[config.mk]
export PLATFORM = sky130hd
export DESIGN_NAME = mem_integrity_mon
export DESIGN_NICKNAME = d
export VERILOG_FILES = /design/src/rtl/mim_pkg.sv /design/src/rtl/mim_timer.sv /design/src/rtl/mim_nvm_scan.sv /design/src/rtl/mim_por_check.sv /design/src/rtl/mem_integrity_mon.sv
export SDC_FILE = /design/constraint.sdc
export NUM_CORES = 1
export LEC_CHECK = 0
export CORE_MARGIN = 2
export CORE_UTILIZATION = 53
export CTS_CLUSTER_SIZE = 20
export DETAILED_ROUTE_END_ITERATION = 16
export HOLD_SLACK_MARGIN = 0.15
export PLACE_DENSITY_LB_ADDON = 0.15
export SETUP_SLACK_MARGIN = 0.1
export SLEW_MARGIN = 15
export SYNTH_ARGS = -nofsm -noshare
export SYNTH_HDL_FRONTEND = slang
export SYNTH_SLANG_ARGS = --single-unit
[constraint.sdc]
create_clock -name clk -period 3.5 [get_ports clk]
set_input_delay 0.875 -clock clk [delete_from_list [all_inputs] [get_ports clk]]
set_output_delay 0.875 -clock clk [all_outputs]
set_load 0.1 [all_outputs]
[src/rtl/mim_pkg.sv]
package mim_pkg;

    localparam int WORD_W = 16;

    typedef logic [WORD_W-1:0] word_t;

    typedef enum logic {
        PH_LOAD = 1'b0,
        PH_RUN  = 1'b1
    } phase_e;

    function automatic word_t csum_add(input word_t acc, input word_t w);
        return acc + w;
    endfunction

endpackage

[src/rtl/mim_timer.sv]
module mim_timer #(
    parameter int LIMIT = 50
) (
    input  logic clk,
    input  logic rst_n,
    input  logic en,
    output logic tick
);
    localparam int CW = (LIMIT > 1) ? $clog2(LIMIT) : 1;

    typedef struct packed {
        logic [CW-1:0] cnt;
    } tmr_t;

    tmr_t tmr_d, tmr_q;

    always_comb begin
        tmr_d = tmr_q;
        tick  = en && (tmr_q.cnt == CW'(LIMIT - 1));
        if (en) begin
            tmr_d.cnt = tick ? '0 : tmr_q.cnt + 1'b1;
        end
    end

    always_ff @(posedge clk or negedge rst_n) begin
        if (!rst_n) tmr_q <= '0;
        else        tmr_q <= tmr_d;
    end
endmodule

[src/rtl/mim_nvm_scan.sv]
module mim_nvm_scan
    import mim_pkg::*;
#(
    parameter int WORDS  = 16,
    parameter int AW     = 4,
    parameter int EXCL_A = 3,
    parameter int EXCL_B = 9
) (
    input  logic          clk,
    input  logic          rst_n,
    input  logic          start,
    input  word_t         rdata,
    input  word_t         ref_sum,
    output logic [AW-1:0] addr,
    output logic          busy,
    output logic          last,
    output logic          fault
);
    typedef struct packed {
        logic          busy;
        logic [AW-1:0] addr;
        word_t         acc;
        logic          fault;
    } scan_t;

    scan_t scan_d, scan_q;
    word_t sum_nx;
    logic  skip;

    always_comb begin
        scan_d       = scan_q;
        scan_d.fault = 1'b0;
        skip   = (scan_q.addr == AW'(EXCL_A)) || (scan_q.addr == AW'(EXCL_B));
        sum_nx = skip ? scan_q.acc : csum_add(scan_q.acc, rdata);
        last   = scan_q.busy && (scan_q.addr == AW'(WORDS - 1));
        if (scan_q.busy) begin
            scan_d.acc  = sum_nx;
            scan_d.addr = scan_q.addr + 1'b1;
            if (last) begin
                scan_d.busy  = 1'b0;
                scan_d.fault = (sum_nx != ref_sum);
            end
        end else if (start) begin
            scan_d.busy = 1'b1;
            scan_d.addr = '0;
            scan_d.acc  = '0;
        end
    end

    always_ff @(posedge clk or negedge rst_n) begin
        if (!rst_n) scan_q <= '0;
        else        scan_q <= scan_d;
    end

    assign addr  = scan_q.addr;
    assign busy  = scan_q.busy;
    assign fault = scan_q.fault;
endmodule

[src/rtl/mim_por_check.sv]
module mim_por_check
    import mim_pkg::*;
#(
    parameter word_t ROM_VAL = 16'hA5C3
) (
    input  logic  clk,
    input  logic  rst_n,
    input  logic  tick,
    input  word_t vol_rdata,
    output logic  vol_we,
    output word_t vol_wdata,
    output logic  running,
    output logic  fault
);
    typedef struct packed {
        phase_e ph;
        logic   fault;
    } por_t;

    por_t por_d, por_q;

    always_comb begin
        por_d       = por_q;
        por_d.fault = 1'b0;
        if (por_q.ph == PH_LOAD) begin
            por_d.ph = PH_RUN;
        end else if (tick && (vol_rdata != ROM_VAL)) begin
            por_d.fault = 1'b1;
        end
    end

    always_ff @(posedge clk or negedge rst_n) begin
        if (!rst_n) por_q <= '{ph: PH_LOAD, fault: 1'b0};
        else        por_q <= por_d;
    end

    assign vol_we    = (por_q.ph == PH_LOAD);
    assign vol_wdata = ROM_VAL;
    assign running   = (por_q.ph == PH_RUN);
    assign fault     = por_q.fault;
endmodule

[src/rtl/mem_integrity_mon.sv]
module mem_integrity_mon
    import mim_pkg::*;
#(
    parameter int    WORDS         = 16,
    parameter int    CYC_PER_US    = 50,
    parameter int    NVM_PERIOD_US = 50,
    parameter int    POR_PERIOD_US = 1,
    parameter int    EXCL_A        = 3,
    parameter int    EXCL_B        = 9,
    parameter word_t ROM_VAL       = 16'hA5C3,
    localparam int   AW            = (WORDS > 1) ? $clog2(WORDS) : 1
) (
    input  logic          clk,
    input  logic          rst_n,
    output logic [AW-1:0] nvm_addr,
    input  logic [15:0]   nvm_rdata,
    input  logic [15:0]   nvm_ref,
    output logic          vol_we,
    output logic [15:0]   vol_wdata,
    input  logic [15:0]   vol_rdata,
    output logic          nvm_fault,
    output logic          por_fault
);
    localparam int NVM_CYC = NVM_PERIOD_US * CYC_PER_US;
    localparam int POR_CYC = POR_PERIOD_US * CYC_PER_US;

    logic running;
    logic por_tick;
    logic nvm_tick;
    logic scan_busy;
    logic scan_last;

    mim_por_check #(.ROM_VAL(ROM_VAL)) u_por (
        .clk       (clk),
        .rst_n     (rst_n),
        .tick      (por_tick),
        .vol_rdata (vol_rdata),
        .vol_we    (vol_we),
        .vol_wdata (vol_wdata),
        .running   (running),
        .fault     (por_fault)
    );

    mim_timer #(.LIMIT(POR_CYC)) u_por_tmr (
        .clk   (clk),
        .rst_n (rst_n),
        .en    (running),
        .tick  (por_tick)
    );

    mim_timer #(.LIMIT(NVM_CYC)) u_nvm_tmr (
        .clk   (clk),
        .rst_n (rst_n),
        .en    (running),
        .tick  (nvm_tick)
    );

    mim_nvm_scan #(
        .WORDS  (WORDS),
        .AW     (AW),
        .EXCL_A (EXCL_A),
        .EXCL_B (EXCL_B)
    ) u_scan (
        .clk     (clk),
        .rst_n   (rst_n),
        .start   (nvm_tick),
        .rdata   (nvm_rdata),
        .ref_sum (nvm_ref),
        .addr    (nvm_addr),
        .busy    (scan_busy),
        .last    (scan_last),
        .fault   (nvm_fault)
    );
endmodule

==> reports/qor.yml <==
status: "complete, no violations"
worstSetupPathType: "in2reg"
yosysMostFrequentCell: "nand2_1"
slew_violations: 0
nNetsFinal: 604
syn_avg_cell_area_um2: 8.21
rsz0062_at_grt: "false"
dr.pass1.iters: 5
rows: 30
critPathMaxFanout: 5
max-vdd-ir-drop_uv: 397
cts_buffers: 5
cp_data_required_time_ns: 3.69
grt_pass1_vias: 3619
startpoint: "nvm_rdata[4]"
coreArea_um2: 6790
crit_path_cell_trace: "clkdlybuf4s50_1 -> ha_1 -> a21oi_1 -> o21a_1 -> nand4_1 -> a21o_1 -> buf_4 -> a31oi_1 -> o2111ai_1 -> o41ai_2 -> nand2_1"
critPathBufInv: 2
avgViaCountPerCell: 5.90
ys_seq_area_frac: 0.281
slew-limit-headroom: 0.267
final_util: 0.700
antenna_found_initial: 0
drv_cap: 0
worst_ep_arrival_time_ns: 3.49
detail-route-antenna-nets: 0
synthFlopType: "dfrtp_1"
layout-drive-gt1-share: 0.172
h-tree-depth: 2
routedWlPerCell_um: 15.8
syn_to_final_growth_pct: 27.3
port_buffers: 56
dieArea_um2: 7740
critPathMaxStageDelay_ns: 0.41
synth_common_cells: "nand2_1, dfrtp_1, nor2_1"
timing.final.crit_share: 0.941
final_hold_viol_count: 0
rr_startpoint: "u_scan.addr[0]$_DFFE_PN0P_"
ys_seq_elements: 42
vias: 3715
synth_edf_count: 0
setup-tns-final_ns: 0
place_hpwl_um: 7360
clk_latency_ns: 0.30
start_util: 0.550
clock_skew_ns: 0.00765
setup_viol: 0
grt_max_degree: 43
cts_tree: "built"
p_leak_nw: 2.09
cts_buffer_depth: 2
grt_overflow: 0
num_io_pins: 73
yosysWarnings: 0
synth_top_area_share: 0.281
place.gp.congestion: 0.912
mappedNetlistArea_um2: 3740
clk_pin_slew_worst_paths_ns: 0.09
fmax_mhz: 304
async_flop_share: 1.00
crit_slowest_cell: "clkdlybuf4s50_1"
powerDensity_nw_per_um2: 327
holdBufCountCts: 0
drt_iter0_drc: 195
end_kind: "flip-flop"
synth_area_leaders: "dfrtp_1, ha_1, nand2_1"
die_x_um: 88.0
startpoint_type: "primary input"
synth_cell_types: 68
route.detailed.drc: 0
hp-start: "u_nvm_tmr.tmr_q[9]$_DFFE_PN0P_"
synth_top_area_cell: "dfrtp_1"
finalCriticalPeriod_ns: 3.29
worstMarginPinSlew_ns: 1.10
gr-usage-all-layers: 0.259
synthCells: 455
min_path_type: "reg2reg"
cts_root_buf: "clkbuf_8"
crit_family: "compound AO/OA/AOI/OAI gates"
antenna_cells: 0
grt_pass1_wl_um: 15900
fp.dieH_um: 88.0
cts.sinks: 42
drt-total-wl_um: 9920
-- final timing paths --
kind | slack, ns | cells after the start | endpoint
worst min register to register | 0.51 | 1 | u_nvm_tmr.tmr_q[9]$_DFFE_PN0P_
max in group asynchronous | 2.20 | 1 | u_scan.scan_q[10]$_DFFE_PN0P_
min in group asynchronous | 0.71 | 1 | u_scan.scan_q[6]$_DFFE_PN0P_
worst min-delay path | 0.51 | 1 | u_nvm_tmr.tmr_q[9]$_DFFE_PN0P_
worst max-delay path | 0.21 | 11 | u_scan.fault$_DFF_PN0_
worst max register to register | 0.48 | 10 | u_scan.fault$_DFF_PN0_
-- where the power goes --
part	total, mW	switching [mW]	internal, mW
combinational	0.515	0.283	0.232
sequential	0.624	0.0761	0.548
clock	0.415	0.197	0.218
-- cell usage in the layout (no fill, tap or decap), types with 3 or more instances in the layout --
cell and n:
xor2_1 12, conb_1 17, a211oi_1 3, o211ai_1 3, and2_1 3, nor3_1 8
clkdlybuf4s50_1 47, a211oi_2 3, nand4_1 10, a21o_1 10, o32ai_1 3, o2111ai_1 3
o21ai_0 23, and3_1 15, clkbuf_8 5, nor2_1 28, nand2_1 48, a21oi_1 16
nand3_1 26, mux2i_1 5, nor4bb_1 3, nor4b_1 4, nand2b_1 5, or3_1 9
buf_4 51, o22ai_1 4, nor4_1 5, ha_1 18, inv_1 15, o21bai_1 3
xnor2_1 18, and4_1 3, nor2b_1 4, dfrtp_1 42
-- state kept, by name (all words and copies together), names as in the netlist --
name / cells
u_scan.scan_q: 16
u_nvm_tmr.tmr_q: 12
u_por_tmr.tmr_q: 6
u_scan.addr: 4
u_por.fault: 1
u_por.running: 1
u_scan.busy: 1
u_scan.fault: 1
-- layer usage --
| metal | part of all wire | global-route usage | vias up |
|---|---|---|---|
| li1 | - | - | 1790 |
| met4 | 0.032 | 0.136 | 0 |
| met5 | 0 | 0 | - |
| met1 | 0.42 | 0.294 | 1759 |
| met2 | 0.49 | 0.451 | 137 |
| met3 | 0.056 | 0.0622 | 29 |
-- final cells by class --
type | instances | area, um2
Multi-Input combinational cell | 368 | 2540
Fill cell | 570 | 2040
Sequential cell | 42 | 1050
Timing Repair Buffer | 100 | 871
Tap cell | 96 | 120
Clock buffer | 5 | 68.8
Inverter | 16 | 60.1
Clock inverter | 3 | 48.8
-- per-stage QoR --
| step | power (mW) | area, um2 | instances | hold WS [ns] | setup slack, ns |
|---|---|---|---|---|---|
| floorplan | 0.959 | 3790 | 470 | 0.460 | 0.395 |
| global placement | 1.11 | 4500 | 620 | 0.486 | -0.217 |
| detailed placement | 1.12 | 4500 | 620 | 0.488 | -0.270 |
| CTS | 1.53 | 4630 | 628 | 0.504 | 0.110 |
| global route | 1.63 | 4760 | 630 | 0.513 | 0.0939 |
| finish | 1.55 | 4760 | 630 | 0.506 | 0.205 |
-- what timing repair did --
action	in CTS	in global routing
setup buffers	0	2
pin swaps	2	13
endpoints found under the setup margin	1	1
resized for setup	2	23
-- kinds of logic (layout without fill, tap and decap cells) --
logic type | Yosys count | count (layout) | synth area share
adders and majority gates | 21 | 21 | 0.0723
and+or+nand+nor | 186 | 186 | 0.265
muxes | 9 | 9 | 0.0285
AOI/OAI and AO/OA | 105 | 105 | 0.194
buffers and inverters | 60 | 124 | 0.0870
xor gates and xnor gates | 30 | 30 | 0.0703
other | 2 | 17 | 0.00201
DFF | 42 | 42 | 0.281
Power figures use the tool's default switching activity.
